[src/rtl/kdr_pkg.sv]
package kdr_pkg;
    localparam int ADDR_W = 16;
    localparam int DATA_W = 16;
    localparam int CHAR_W = 8;
    localparam int NDEV   = 4;

    // Register slot indices; order matches the address table below.
    localparam int SLOT_KSTAT = 0;
    localparam int SLOT_KDATA = 1;
    localparam int SLOT_DSTAT = 2;
    localparam int SLOT_DDATA = 3;

    localparam logic [ADDR_W-1:0] DEV_ADDR [NDEV] = '{16'hFE00, 16'hFE02, 16'hFE04, 16'hFE06};

    localparam int READY_BIT  = DATA_W - 1;
    localparam int ENABLE_BIT = DATA_W - 2;

    typedef enum logic {KB_EMPTY = 1'b0, KB_FULL = 1'b1} kb_state_t;
endpackage

[src/rtl/kdr_decode.sv]
module kdr_decode
    import kdr_pkg::*;
(
    input  logic              bus_valid,
    input  logic              bus_we,
    input  logic [ADDR_W-1:0] bus_addr,
    output logic [NDEV-1:0]   rd_sel,
    output logic [NDEV-1:0]   wr_sel,
    output logic              hit
);
    logic [NDEV-1:0] match;

    for (genvar i = 0; i < NDEV; i++) begin : g_match
        assign match[i] = (bus_addr == DEV_ADDR[i]);
    end

    always_comb begin
        hit    = bus_valid && (|match);
        rd_sel = (bus_valid && !bus_we) ? match : '0;
        wr_sel = (bus_valid &&  bus_we) ? match : '0;
    end


    sel_onehot_chk: assert final ($onehot0(match));
endmodule

[src/rtl/kdr_kbd.sv]
module kdr_kbd
    import kdr_pkg::*;
(
    input  logic              clk,
    input  logic              rst_n,
    input  logic              key_valid,
    input  logic [CHAR_W-1:0] key_char,
    input  logic              wr_stat,
    input  logic              rd_data,
    input  logic [DATA_W-1:0] wdata,
    output logic [DATA_W-1:0] stat_word,
    output logic [DATA_W-1:0] data_word,
    output logic              irq_req
);
    kb_state_t state_q, state_d;
    logic [DATA_W-2:0] ctl_q;
    logic [CHAR_W-1:0] char_q;

    always_comb begin
        state_d = state_q;
        unique case (state_q)
            KB_EMPTY: if (key_valid) state_d = KB_FULL;
            KB_FULL:  if (rd_data && !key_valid) state_d = KB_EMPTY;
            default:  state_d = KB_EMPTY;
        endcase
    end

    always_ff @(posedge clk or negedge rst_n) begin
        if (!rst_n) state_q <= KB_EMPTY;
        else        state_q <= state_d;
    end

    always_ff @(posedge clk or negedge rst_n) begin
        if (!rst_n) begin
            ctl_q   <= '0;
            char_q  <= '0;
            irq_req <= 1'b0;
        end else begin
            if (wr_stat)   ctl_q  <= wdata[DATA_W-2:0];
            if (key_valid) char_q <= key_char;
            irq_req <= key_valid && ctl_q[ENABLE_BIT];
        end
    end

    assign stat_word = {(state_q == KB_FULL), ctl_q};
    assign data_word = {{(DATA_W-CHAR_W){1'b0}}, char_q};


    ready_set_chk: assert property (@(posedge clk) disable iff (!rst_n)
        key_valid |=> stat_word[READY_BIT]);

    ready_clr_chk: assert property (@(posedge clk) disable iff (!rst_n)
        (rd_data && !key_valid) |=> !stat_word[READY_BIT]);

    ready_keep_chk: assert property (@(posedge clk) disable iff (!rst_n)
        (wr_stat && !rd_data && !key_valid) |=> $stable(stat_word[READY_BIT]));

    irq_src_chk: assert property (@(posedge clk) disable iff (!rst_n)
        irq_req |-> $past(key_valid));
endmodule

[src/rtl/kdr_disp.sv]
module kdr_disp
    import kdr_pkg::*;
(
    input  logic              clk,
    input  logic              rst_n,
    input  logic              wr_data,
    input  logic [DATA_W-1:0] wdata,
    output logic [DATA_W-1:0] data_word,
    output logic              disp_valid,
    output logic [CHAR_W-1:0] disp_char
);
    always_ff @(posedge clk or negedge rst_n) begin
        if (!rst_n) begin
            data_word  <= '0;
            disp_valid <= 1'b0;
        end else begin
            disp_valid <= wr_data;
            if (wr_data) data_word <= wdata;
        end
    end

    assign disp_char = data_word[CHAR_W-1:0];


    disp_src_chk: assert property (@(posedge clk) disable iff (!rst_n)
        disp_valid |-> $past(wr_data));
endmodule

[src/rtl/kbd_disp_regs.sv]
module kbd_disp_regs
    import kdr_pkg::*;
#(
    parameter logic [7:0] IRQ_VEC = 8'h80,
    parameter logic [2:0] IRQ_PRI = 3'd4
) (
    input  logic              clk,
    input  logic              rst_n,
    input  logic              bus_valid,
    input  logic              bus_we,
    input  logic [ADDR_W-1:0] bus_addr,
    input  logic [DATA_W-1:0] bus_wdata,
    output logic              dev_sel,
    output logic              mem_sel,
    output logic [DATA_W-1:0] rd_data,
    input  logic              key_valid,
    input  logic [CHAR_W-1:0] key_char,
    output logic              disp_valid,
    output logic [CHAR_W-1:0] disp_char,
    output logic              irq_req,
    output logic [7:0]        irq_vector,
    output logic [2:0]        irq_level
);
    localparam logic [DATA_W-1:0] DSTAT_VAL = DATA_W'(1) << READY_BIT;

    logic [NDEV-1:0]   rd_sel, wr_sel;
    logic [DATA_W-1:0] kstat_w, kdata_w, ddata_w, rd_mux;

    kdr_decode u_dec (
        .bus_valid(bus_valid), .bus_we(bus_we), .bus_addr(bus_addr),
        .rd_sel(rd_sel), .wr_sel(wr_sel), .hit(dev_sel)
    );

    kdr_kbd u_kbd (
        .clk(clk), .rst_n(rst_n), .key_valid(key_valid), .key_char(key_char),
        .wr_stat(wr_sel[SLOT_KSTAT]), .rd_data(rd_sel[SLOT_KDATA]),
        .wdata(bus_wdata), .stat_word(kstat_w), .data_word(kdata_w),
        .irq_req(irq_req)
    );

    kdr_disp u_disp (
        .clk(clk), .rst_n(rst_n), .wr_data(wr_sel[SLOT_DDATA]),
        .wdata(bus_wdata), .data_word(ddata_w),
        .disp_valid(disp_valid), .disp_char(disp_char)
    );

    assign mem_sel    = bus_valid && !dev_sel;
    assign irq_vector = IRQ_VEC;
    assign irq_level  = IRQ_PRI;

    always_comb begin
        rd_mux = '0;
        unique case (1'b1)
            rd_sel[SLOT_KSTAT]: rd_mux = kstat_w;
            rd_sel[SLOT_KDATA]: rd_mux = kdata_w;
            rd_sel[SLOT_DSTAT]: rd_mux = DSTAT_VAL;
            rd_sel[SLOT_DDATA]: rd_mux = ddata_w;
            default:            rd_mux = '0;
        endcase
    end

    always_ff @(posedge clk or negedge rst_n) begin
        if (!rst_n) rd_data <= '0;
        else        rd_data <= rd_mux;
    end


    route_excl_chk: assert property (@(posedge clk) disable iff (!rst_n)
        bus_valid |-> (dev_sel ^ mem_sel));

    rd_idle_chk: assert property (@(posedge clk) disable iff (!rst_n)
        !(bus_valid && !bus_we) |=> (rd_data == '0));
endmodule

[config.mk]
export PLATFORM = sky130hd
export DESIGN_NAME = kbd_disp_regs
export DESIGN_NICKNAME = d
export VERILOG_FILES = /design/src/rtl/kdr_pkg.sv /design/src/rtl/kdr_decode.sv /design/src/rtl/kdr_kbd.sv /design/src/rtl/kdr_disp.sv /design/src/rtl/kbd_disp_regs.sv
export SDC_FILE = /design/constraint.sdc
export NUM_CORES = 1
export LEC_CHECK = 0
export BUFFER_PORTS_ARGS = -buffer_cell sky130_fd_sc_hd__clkbuf_2
export CAP_MARGIN = 25
export CELL_PAD_IN_SITES_DETAIL_PLACEMENT = 2
export CELL_PAD_IN_SITES_GLOBAL_PLACEMENT = 2
export CORE_MARGIN = 4
export CORE_UTILIZATION = 35
export DETAILED_ROUTE_END_ITERATION = 7
export GPL_TIMING_DRIVEN = 0
export MAX_ROUTING_LAYER = met4
export PLACE_DENSITY = 0.95
export SLEW_MARGIN = 40
export SYNTH_ARGS = -nofsm -noshare
export SYNTH_HDL_FRONTEND = slang
export SYNTH_SLANG_ARGS = --single-unit
export TNS_END_PERCENT = 50
[constraint.sdc]
create_clock -name clk -period 2.7 [get_ports clk]
set_input_delay 0.405 -clock clk [delete_from_list [all_inputs] [get_ports clk]]
set_output_delay 0.405 -clock clk [all_outputs]
set_load 0.01 [all_outputs]
==> impl_metrics.ini, run 1 <==
[floorplanning]
design.die.area_mm2 = 0.00869
design.core.area_mm2 = 0.00691
rows = 30
floorplan.initialDensity_pct = 36.8
pin_count = 84
die_height_um = 93.2
die_w_um = 93.2

[sta]
fin_tns_setup_ps = 0
grt_setup_unrepaired = false
final_hold_viol_count = 0
timing.final.max_slew_violations = 0
min_period_ps = 2250
setup_viol = 0
maxClockFrequency_mhz = 444
max_slew_margin_pct = 50.4
worst_slew_pin_slew_ps = 742
finalClockSkew_ps = 10.8
final_min_period_over_clock_period_pct = 83.4

[critical_path]
critical_path.endpoint_type = output pin
critical_path.most_common_cell = sky130_fd_sc_hd__clkbuf_2
setup.worst_path.start_class = primary input
critPathMaxStageDelay_ps = 610
critical-path-top-delay-family = simple AND/OR/NAND/NOR gates
critical_path_depth = 5
worstPathBufferInverterCount = 2
crit_chain = clkbuf_2 > or4b_1 > nor4_4 > nor2b_1 > clkbuf_2
regToRegSetupSlack_ps = 1680
timing.critical_path.from = bus_addr[7]
critPathMaxFanout = 3
worstSetupPathType = in -> out
regToRegStartpoint = u_kbd.ctl_q[6]
setup.worst_path.end = mem_sel
arrival_ps = 1850
library_cell_contributing_the_largest_single_delay_on_the_critical_path = sky130_fd_sc_hd__or4b_1
crit-reg2reg-capture = rd_data[6]
ff2ff_path_depth = 4
worst_path_required_time_ps = 2300

[power_and_ir_drop]
p_seq_share_pct = 46.6
total_switching_power_mw = 0.425
power_report.internal_total_mw = 1.48
power.static_leakage_nw = 1.73
share_clk_of_total_power_pct = 46.4
pwr-share-comb_pct = 7.0
ir_worst_vdd_mv = 0.257
power.share.switching_pct = 22.3
power_per_cell_area_mw_per_mm2 = 581

[synth]
synth_seq_area_share_pct = 57.1
synth-xor-area-share_pct = 0
post_synth_and_or_nand_nor_area_fraction_pct = 9.89
muxShareOfSynthArea_pct = 20.4
synth.ff_latch_count = 58
synth_compound_area_share_pct = 4.33
edff_count_synth = 0
largest_family_of_logic_cells_by_synthesized_area = multiplexers
async_reset_ff_share_pct = 100
postSynthAreaPerCell_um2 = 13.0
netlist-cell-type-count = 26
netlist_area_mm2 = 0.00254
synth_ff_type = sky130_fd_sc_hd__dfrtp_1
mapped_cells = 195
yosys.area_share.adder_pct = 0
ys_warns = 0

[detailed_routing]
routed_wl_um = 6930
antenna_violating_nets_post_route = 0
dr.first_iter.drc_count = 28
routedLengthMet1_um = 2660
dr_top_layer = met4
routed-wl-met2_um = 3980
wire_per_inst_um = 17.9
drt-pass1-iter-count = 4
vias_per_cell = 4.61
post-route-drc-count = 0
vias = 1785
met3_length_um = 202

[layout]
finish.net_count = 331
num_antenna_cells = 0
final_core_utilization_pct = 47.5
area_delta_synth_final_pct = 28.9
layout_common_cells = sky130_fd_sc_hd__clkbuf_2, sky130_fd_sc_hd__dfrtp_1, sky130_fd_sc_hd__mux2_2
final_common_cell = sky130_fd_sc_hd__clkbuf_2
drive_gt1_share_pct = 52.6

[cts]
clock-sinks = 58
post-cts-setup-buffer-count = 0
cts.root.buffer_cell = sky130_fd_sc_hd__clkbuf_8
cts_tree = built
clkTransAtPathRegs_ps = 70
clk_latency_worst_skew_pair_ps = 330
max-clock-path-buffers = 2
ctsHoldBuffers = 0
cts.htree.levels = 3
numCtsBuffers = 9
ctsResizeCount = 0

[global_routing]
globalRoute.totalOverflow = 0
initial_antenna_violation_count = 0
grt_pass1_vias = 2108
grt_first_pass_wirelength_um = 11000
gr-usage-all-layers_pct = 17.5
grt_max_degree = 59

[hold_path]
hold_path.class = in -> async

[place]
gp_congestion = 0.713
buffer_ports.inserted = 71
place_hpwl_um = 4960

[outcome]
status = complete, no violations

[job]
max_cap_viol_count = 0
==> sequential cells by signal, summed over array words and instances (netlist names) <==
name	cells
u_disp.disp_valid	1
u_kbd.char_q	8
u_kbd.state_q	1
u_kbd.ctl_q	15
u_disp.data_word	16
rd_data	16
u_kbd.irq_req	1
==> synthesized netlist by cell type (3+ instances only) <==
library cell               instances  share of area (%)
sky130_fd_sc_hd__a21oi_1           9                1.8
sky130_fd_sc_hd__mux2_2           39                 17
sky130_fd_sc_hd__a22oi_1           7                2.1
sky130_fd_sc_hd__buf_4            19                5.6
sky130_fd_sc_hd__dfrtp_1          58                 57
sky130_fd_sc_hd__mux2i_1           8                3.1
sky130_fd_sc_hd__nor2_1           24                3.5
sky130_fd_sc_hd__clkbuf_1          6               0.89
sky130_fd_sc_hd__buf_6             3                1.3
==> routing by layer <==
metal / vias to the layer above / GRT usage, %
met3: 6 / 2.98
met1: 909 / 19.3
li1: 831 / -
met5: - / -
met2: 39 / 31.4
met4: 0 / 6.96
==> through the flow <==
step	hold WS, ps	cells	instance area, um^2	setup WS (ps)	total power [mW]
global placement	461	371	3050	273	1.03
floorplan	109	204	2580	482	0.964
detailed placement	483	371	3050	176	1.04
CTS	199	387	3270	450	1.93
global route	64.9	387	3280	419	2.00
finish	31.0	387	3280	448	1.91
==> area by class of cell <==
cell class	instances	area (um^2)
fill	762	3630
sequential	58	1450
multi-input combinational	117	922
timing repair buffer	71	362
buffer	28	200
clock buffer	11	141
tap	96	120
clock inverter	5	77.6
inverter	1	3.75
==> worst min-delay path by stage <==
stage / startpoint / endpoint / cells past startpoint
floorplan: rst_n / rd_data[0] / 0
global placement: u_kbd.state_q / u_kbd.state_q / 1
detailed placement: u_kbd.state_q / u_kbd.state_q / 1
CTS: rst_n / rd_data[2] / 1
global route: rst_n / rd_data[1] / 1
finish: rst_n / rd_data[2] / 1
==> cell families (layout without fill, tap and decap cells) <==
group | count (synthesis) | in the layout
compound gates | 18 | 18
buf+inv | 29 | 116
flops | 58 | 58
mux | 47 | 47
other cells | 2 | 11
simple gates | 41 | 41
==> power by group through the flow <==
stage | sequential (mW) | clock, mW | combinational (mW)
finish | 0.888 | 0.884 | 0.134
global route | 0.889 | 0.956 | 0.151
CTS | 0.888 | 0.910 | 0.135
detailed placement | 0.904 | 0 | 0.133
global placement | 0.903 | 0 | 0.126
floorplan | 0.902 | 0 | 0.0628
Note: power is estimated with default switching activity, not from simulation.
==> run 2, diff against run 1 <==
ABC_AREA = 1   (was default)
CORE_UTILIZATION = 26   (was 35)
PLACE_DENSITY = 0.86   (was 0.95)
clock period = 2 ns   (was 2.7 ns; I/O delays follow)
==> run 2 against run 1 <==
Hold slack gained 130 ps. Global-route usage down 3.0 points. Largest cell class unchanged. Critical path type unchanged. Wire length rose by 9.7%. Register-to-register slack worse by 450 ps. Core utilization is 13 points lower. Combinational power up 16%. Sequential power grew 35%. Total power up 26%. Sequential cell count is the same. Sequential share of layout area decreased by 1.2 points.
==> impl_metrics.ini, run 2 <==
[floorplanning]
pin_count = 84
design.core.area_mm2 = 0.00973
die_height_um = 108
die_w_um = 108
rows = 36
design.die.area_mm2 = 0.0117
floorplan.initialDensity_pct = 26.7

[synth]
synth.area.top_cells = sky130_fd_sc_hd__dfrtp_1, sky130_fd_sc_hd__nand2_1, sky130_fd_sc_hd__buf_4
mapped_cells = 292
synth_ff_type = sky130_fd_sc_hd__dfrtp_1
yosys.area.top_type = sky130_fd_sc_hd__dfrtp_1
edff_count_synth = 0
post-synth-top-count-cell = sky130_fd_sc_hd__nand2_1
synth.ff_latch_count = 58
yosysTopAreaCellShare_pct = 55.9
netlist_area_mm2 = 0.00260
async_reset_ff_share_pct = 100
synth_seq_area_share_pct = 55.9
postSynthAreaPerCell_um2 = 8.90
netlist-cell-type-count = 24
ys_warns = 0
synth_common_cells = sky130_fd_sc_hd__nand2_1, sky130_fd_sc_hd__dfrtp_1, sky130_fd_sc_hd__buf_4, sky130_fd_sc_hd__o21ai_1

[sta]
finalClockSkew_ps = 7.82
fin_tns_setup_ps = 0
max_slew_margin_pct = 57.1
min_period_ps = 1790
setup_viol = 0
final_hold_viol_count = 0
final_min_period_over_clock_period_pct = 89.7
timing.final.max_slew_violations = 0
grt_setup_unrepaired = false
maxClockFrequency_mhz = 557
worst_slew_pin_slew_ps = 644

[place]
buffer_ports.inserted = 71
gp_congestion = 0.711
place_hpwl_um = 5750

[critical_path]
setup.worst_path.start_class = primary input
critPathMaxFanout = 10
library_cell_contributing_the_largest_single_delay_on_the_critical_path = sky130_fd_sc_hd__buf_2
ff2ff_path_depth = 1
critical-path-top-delay-family = simple AND/OR/NAND/NOR gates
regToRegStartpoint = u_kbd.char_q[1]
regToRegSetupSlack_ps = 1230
crit-reg2reg-capture = u_kbd.char_q[1]
critical_path.endpoint_type = output pin
arrival_ps = 1490
worst_path_required_time_ps = 1700
critPathMaxStageDelay_ps = 210
worstSetupPathType = in -> out
worstPathBufferInverterCount = 3
crit_chain = clkbuf_2 > nor2_1 > nand2_1 > nor2_2 > nand2_1 > buf_2 > nand2_1 > nor2_1 > nor2_1 > clkbuf_2

[global_routing]
grt_pass1_vias = 2591
globalRoute.totalOverflow = 0
grt_max_degree = 34
gr-usage-all-layers_pct = 14.5
initial_antenna_violation_count = 0
grt_first_pass_wirelength_um = 12600

[layout]
layout_common_cells = sky130_fd_sc_hd__nand2_1, sky130_fd_sc_hd__clkbuf_2, sky130_fd_sc_hd__dfrtp_1
final_common_cell = sky130_fd_sc_hd__nand2_1
finish.net_count = 430
drive_gt1_share_pct = 33.9
reg_top3 = rd_data: 16 flops, u_disp.data_word: 16 flops, u_kbd.ctl_q: 15 flops
num-fill-cells = 1131
seq_cell_area_mm2 = 0.00145
multi_input_comb_area_um2 = 917
area_delta_synth_final_pct = 29.8
num_antenna_cells = 0

[detailed_routing]
drt-pass1-iter-count = 4
dr.first_iter.drc_count = 64
vias_per_cell = 4.32
post-route-drc-count = 0
met3_length_um = 351
routed_wl_um = 7590
dr_top_layer = met4
routedLengthMet1_um = 3030
antenna_violating_nets_post_route = 0
routed-wl-met2_um = 4140
vias = 2253
wire_per_inst_um = 14.5

[cts]
ctsHoldBuffers = 1
cts.htree.levels = 3
clk_latency_worst_skew_pair_ps = 340
clkTransAtPathRegs_ps = 60
numCtsBuffers = 9
clock-sinks = 58
cts_tree = built
ctsResizeCount = 0
cts.root.buffer_cell = sky130_fd_sc_hd__clkbuf_8
max-clock-path-buffers = 2
post-cts-setup-buffer-count = 0

[power_and_ir_drop]
p_total_mw = 2.41
power_per_cell_area_mw_per_mm2 = 714
power.static_leakage_nw = 1.93
ir_worst_vdd_mv = 0.242

[hold_path]
hold_path_startpoint = bus_wdata[15]
hold_path.class = in -> reg
hold-path-cell-count = 3
min_to = u_disp.data_word[15]

[job]
max_cap_viol_count = 0

[outcome]
status = complete, no violations
run 2: cell types whose count changed after synthesis, sizes merged, moves of 7 or more:
| cell | previous run | this run |
|---|---|---|
| nand2 | 2 | 121 |
| mux2 | 39 | 8 |
| o21ai | 1 | 22 |
| inv | 1 | 18 |
| nand3 | 1 | 13 |
| a21oi | 9 | 0 |
| mux2i | 8 | 0 |
| a22oi | 7 | 0 |
run 2: routing by layer:
layer  track usage, %  up-vias
met2             25.9       52
met3             4.06       11
met5                -        -
li1                 -     1062
met1             16.1     1128
met4             3.52        0
run 2: cell families after synthesis:
logic type,count (synthesis),share of synthesized area (%)
AOI/OAI and AO/OA,23,4.53
buffers and inverters,45,10.1
DFF,58,55.9
muxes,8,3.47
other,2,0.289
and+or+nand+nor,156,25.7
run 2: where the power goes:
| group | internal [mW] | switching, mW | leakage, nW |
|---|---|---|---|
| registers | 1.19 | 0.00909 | 0.748 |
| clock network | 0.599 | 0.451 | 0.0962 |
| logic | 0.0713 | 0.0843 | 1.09 |
| total | 1.86 | 0.544 | 1.93 |
run 2: through the flow:
stage               instances  worst slack [ps]  area, um^2  util (%)  hold slack [ps]
floorplan                 301               496        2630         -             4.41
global placement          505               197        3150      32.4              453
detailed placement        506               166        3180      32.6              276
CTS                       522               165        3370      34.6              150
global route              522              26.5        3370      34.6              161
finish                    522               206        3370      34.6              163
run 2: worst max path at each step:
stage	slack [ps]	depth (start not counted)	from	endpoint
3_5_place_dp	170	9	bus_addr[5]	mem_sel
2_1_floorplan	500	8	bus_addr[15]	mem_sel
6_report	210	10	bus_addr[5]	dev_sel
4_1_cts	160	9	bus_addr[5]	mem_sel
5_1_grt	30	9	bus_addr[6]	mem_sel
3_3_place_gp	200	10	bus_addr[5]	dev_sel
run 2: final cells by class:
class | count | area share (%)
flip-flops and latches | 58 | 43.1
multi-input cells | 198 | 27.2
repair buffers | 73 | 11.5
plain buffers | 26 | 5.64
well taps | 133 | 4.94
clock buffers | 12 | 4.31
inverters | 19 | 2.15
clock inverters | 3 | 1.19
==> run 3, diff against run 2 <==
ABC_AREA = default   (was 1)
CORE_UTILIZATION = 29   (was 26)
==> run 3 against run 2 <==
Critical path depth is 3 lower. Non-clock buffer count is 3 higher. Combinational power up 19%. First-iteration DRC count decreased by 75%. Critical path type is now in -> reg. Largest cell class unchanged. Highest routed layer unchanged.
==> impl_metrics.ini, run 3 (synthesis gave the netlist of run 1 again) <==
[global_routing]
grt_pass1_vias = 2144
initial_antenna_violation_count = 0
globalRoute.totalOverflow = 0
grt_max_degree = 33
grt_first_pass_wirelength_um = 10700
gr-usage-all-layers_pct = 14.2

[power_and_ir_drop]
total_switching_power_mw = 0.538
power.share.switching_pct = 21.9
power_per_cell_area_mw_per_mm2 = 742
p_total_mw = 2.46
p_seq_share_pct = 48.8
ir_worst_vdd_mv = 0.336
pwr-share-comb_pct = 7.5
power_report.internal_total_mw = 1.92
share_clk_of_total_power_pct = 43.6
power.static_leakage_nw = 1.74

[hold_path]
min_to = u_kbd.char_q[2]
hold_path_startpoint = key_char[2]
hold_path.class = in -> reg
hold-path-cell-count = 2

[sta]
final_min_period_over_clock_period_pct = 98.2
max_slew_margin_pct = 49.4
timing.final.max_slew_violations = 0
setup_viol = 0
final_hold_viol_count = 0
min_period_ps = 1960
finalClockSkew_ps = 6.55
maxClockFrequency_mhz = 509
worst_slew_pin_slew_ps = 760

[cts]
numCtsBuffers = 9
cts_tree = built
clock-sinks = 58
clkTransAtPathRegs_ps = 70
cts.htree.levels = 3
clk_latency_worst_skew_pair_ps = 320
max-clock-path-buffers = 2
cts.root.buffer_cell = sky130_fd_sc_hd__clkbuf_8

[layout]
final_common_cell = sky130_fd_sc_hd__clkbuf_2
layout_common_cells = sky130_fd_sc_hd__clkbuf_2, sky130_fd_sc_hd__dfrtp_1, sky130_fd_sc_hd__mux2_2
area_delta_synth_final_pct = 30.1
num_antenna_cells = 0
reg_top3 = rd_data: 16 flops, u_disp.data_word: 16 flops, u_kbd.ctl_q: 15 flops
final_area_mm2 = 0.00331
final_core_utilization_pct = 39.5
num-fill-cells = 925
drive_gt1_share_pct = 52.4
finish.net_count = 334
post_layout_nonfiller_instances = 399

[floorplanning]
die_w_um = 102
design.core.area_mm2 = 0.00838
rows = 33
design.die.area_mm2 = 0.0103
pin_count = 84
die_height_um = 102
floorplan.initialDensity_pct = 30.3

[outcome]
status = complete, no violations

[detailed_routing]
drt-pass1-iter-count = 4
routed_wl_um = 6630
post-route-drc-count = 0
dr.first_iter.drc_count = 16
wire_per_inst_um = 16.6
antenna_violating_nets_post_route = 0
vias_per_cell = 4.52
vias = 1802

[critical_path]
arrival_ps = 2160
critical_path.endpoint_type = register
regToRegSetupSlack_ps = 1090
setup.worst_path.start_class = primary input
critPathMaxFanout = 10
crit-reg2reg-capture = rd_data[2]
regToRegStartpoint = u_kbd.char_q[2]
ff2ff_path_depth = 4
worstSetupPathType = in -> reg
worst_path_required_time_ps = 2200

[job]
max_cap_viol_count = 0

[place]
gp_congestion = 0.740
placed_cells_incl_taps = 381
buffer_ports.inserted = 71
post_dp_cell_area_mm2 = 0.00309
place_hpwl_um = 5040
run 3: worst max-delay path, cell delays in order:
cell and delay [ps]:
sky130_fd_sc_hd__clkbuf_2 90, sky130_fd_sc_hd__or4b_4 570, sky130_fd_sc_hd__nor4_4 300, sky130_fd_sc_hd__buf_4 190, sky130_fd_sc_hd__nand4_4 210, sky130_fd_sc_hd__buf_6 240, sky130_fd_sc_hd__mux2_2 270
run 3: through the flow:
stage / setup WS [ps] / hold WS (ps) / TNS (ps)
3_3_place_gp: -413 / 464 / -10960
6_report: 35.6 / 206 / 0
5_1_grt: -22.6 / 200 / -123
3_5_place_dp: -450 / 285 / -12600
2_1_floorplan: -88.9 / 4.41 / -525
4_1_cts: 4.85 / 199 / 0
run 3: power by group through the flow:
stage | clock network [mW] | registers (mW) | logic, mW
after floorplan | 0 | 1.22 | 0.0853
after global placement | 0 | 1.22 | 0.174
after detailed placement | 0 | 1.22 | 0.187
after CTS | 1.11 | 1.20 | 0.190
after global routing | 1.16 | 1.20 | 0.210
final | 1.07 | 1.20 | 0.185
run 3: how the worst max path moves through the flow:
stage                            from                   end  slack [ps]  cells past startpoint
after floorplan           bus_addr[8]         u_kbd.state_q         -90                      5
after global placement    bus_addr[1]       u_kbd.ctl_q[11]        -410                      6
after detailed placement  bus_addr[1]        u_kbd.ctl_q[9]        -450                      6
after CTS                 bus_addr[3]   u_disp.data_word[6]           5                      6
after global routing      bus_addr[8]  u_disp.data_word[14]         -20                      7
final                     bus_addr[8]   u_disp.data_word[6]          40                      7
run 3: layer usage:
metal | track usage (%) | up-vias | wire (um)
li1 | - | 833 | -
met1 | 15.4 | 917 | 2670
met2 | 25.3 | 47 | 3550
met3 | 4.20 | 5 | 370
met4 | 3.37 | 0 | 40
met5 | - | - | 0
run 3: repair_timing:
| item | CTS | global route |
|---|---|---|
| setup endpoints to repair | 10 | 11 |
| buffers inserted | 0 | 1 |
| hold buffers | 1 | 0 |
| pin swaps | 0 | 1 |
| hold endpoints to repair | 26 | 0 |
| resized for setup | 1 | 0 |
run 3: layout make-up:
class	instances	area [um^2]	area share [%]
buffer	28	199	6.02
clock buffer	14	163	4.92
clock inverter	2	35.0	1.06
inverter	1	3.75	0.114
multi-input combinational	117	928	28.1
sequential	58	1450	43.9
tap	105	131	3.97
timing repair buffer	74	395	12.0
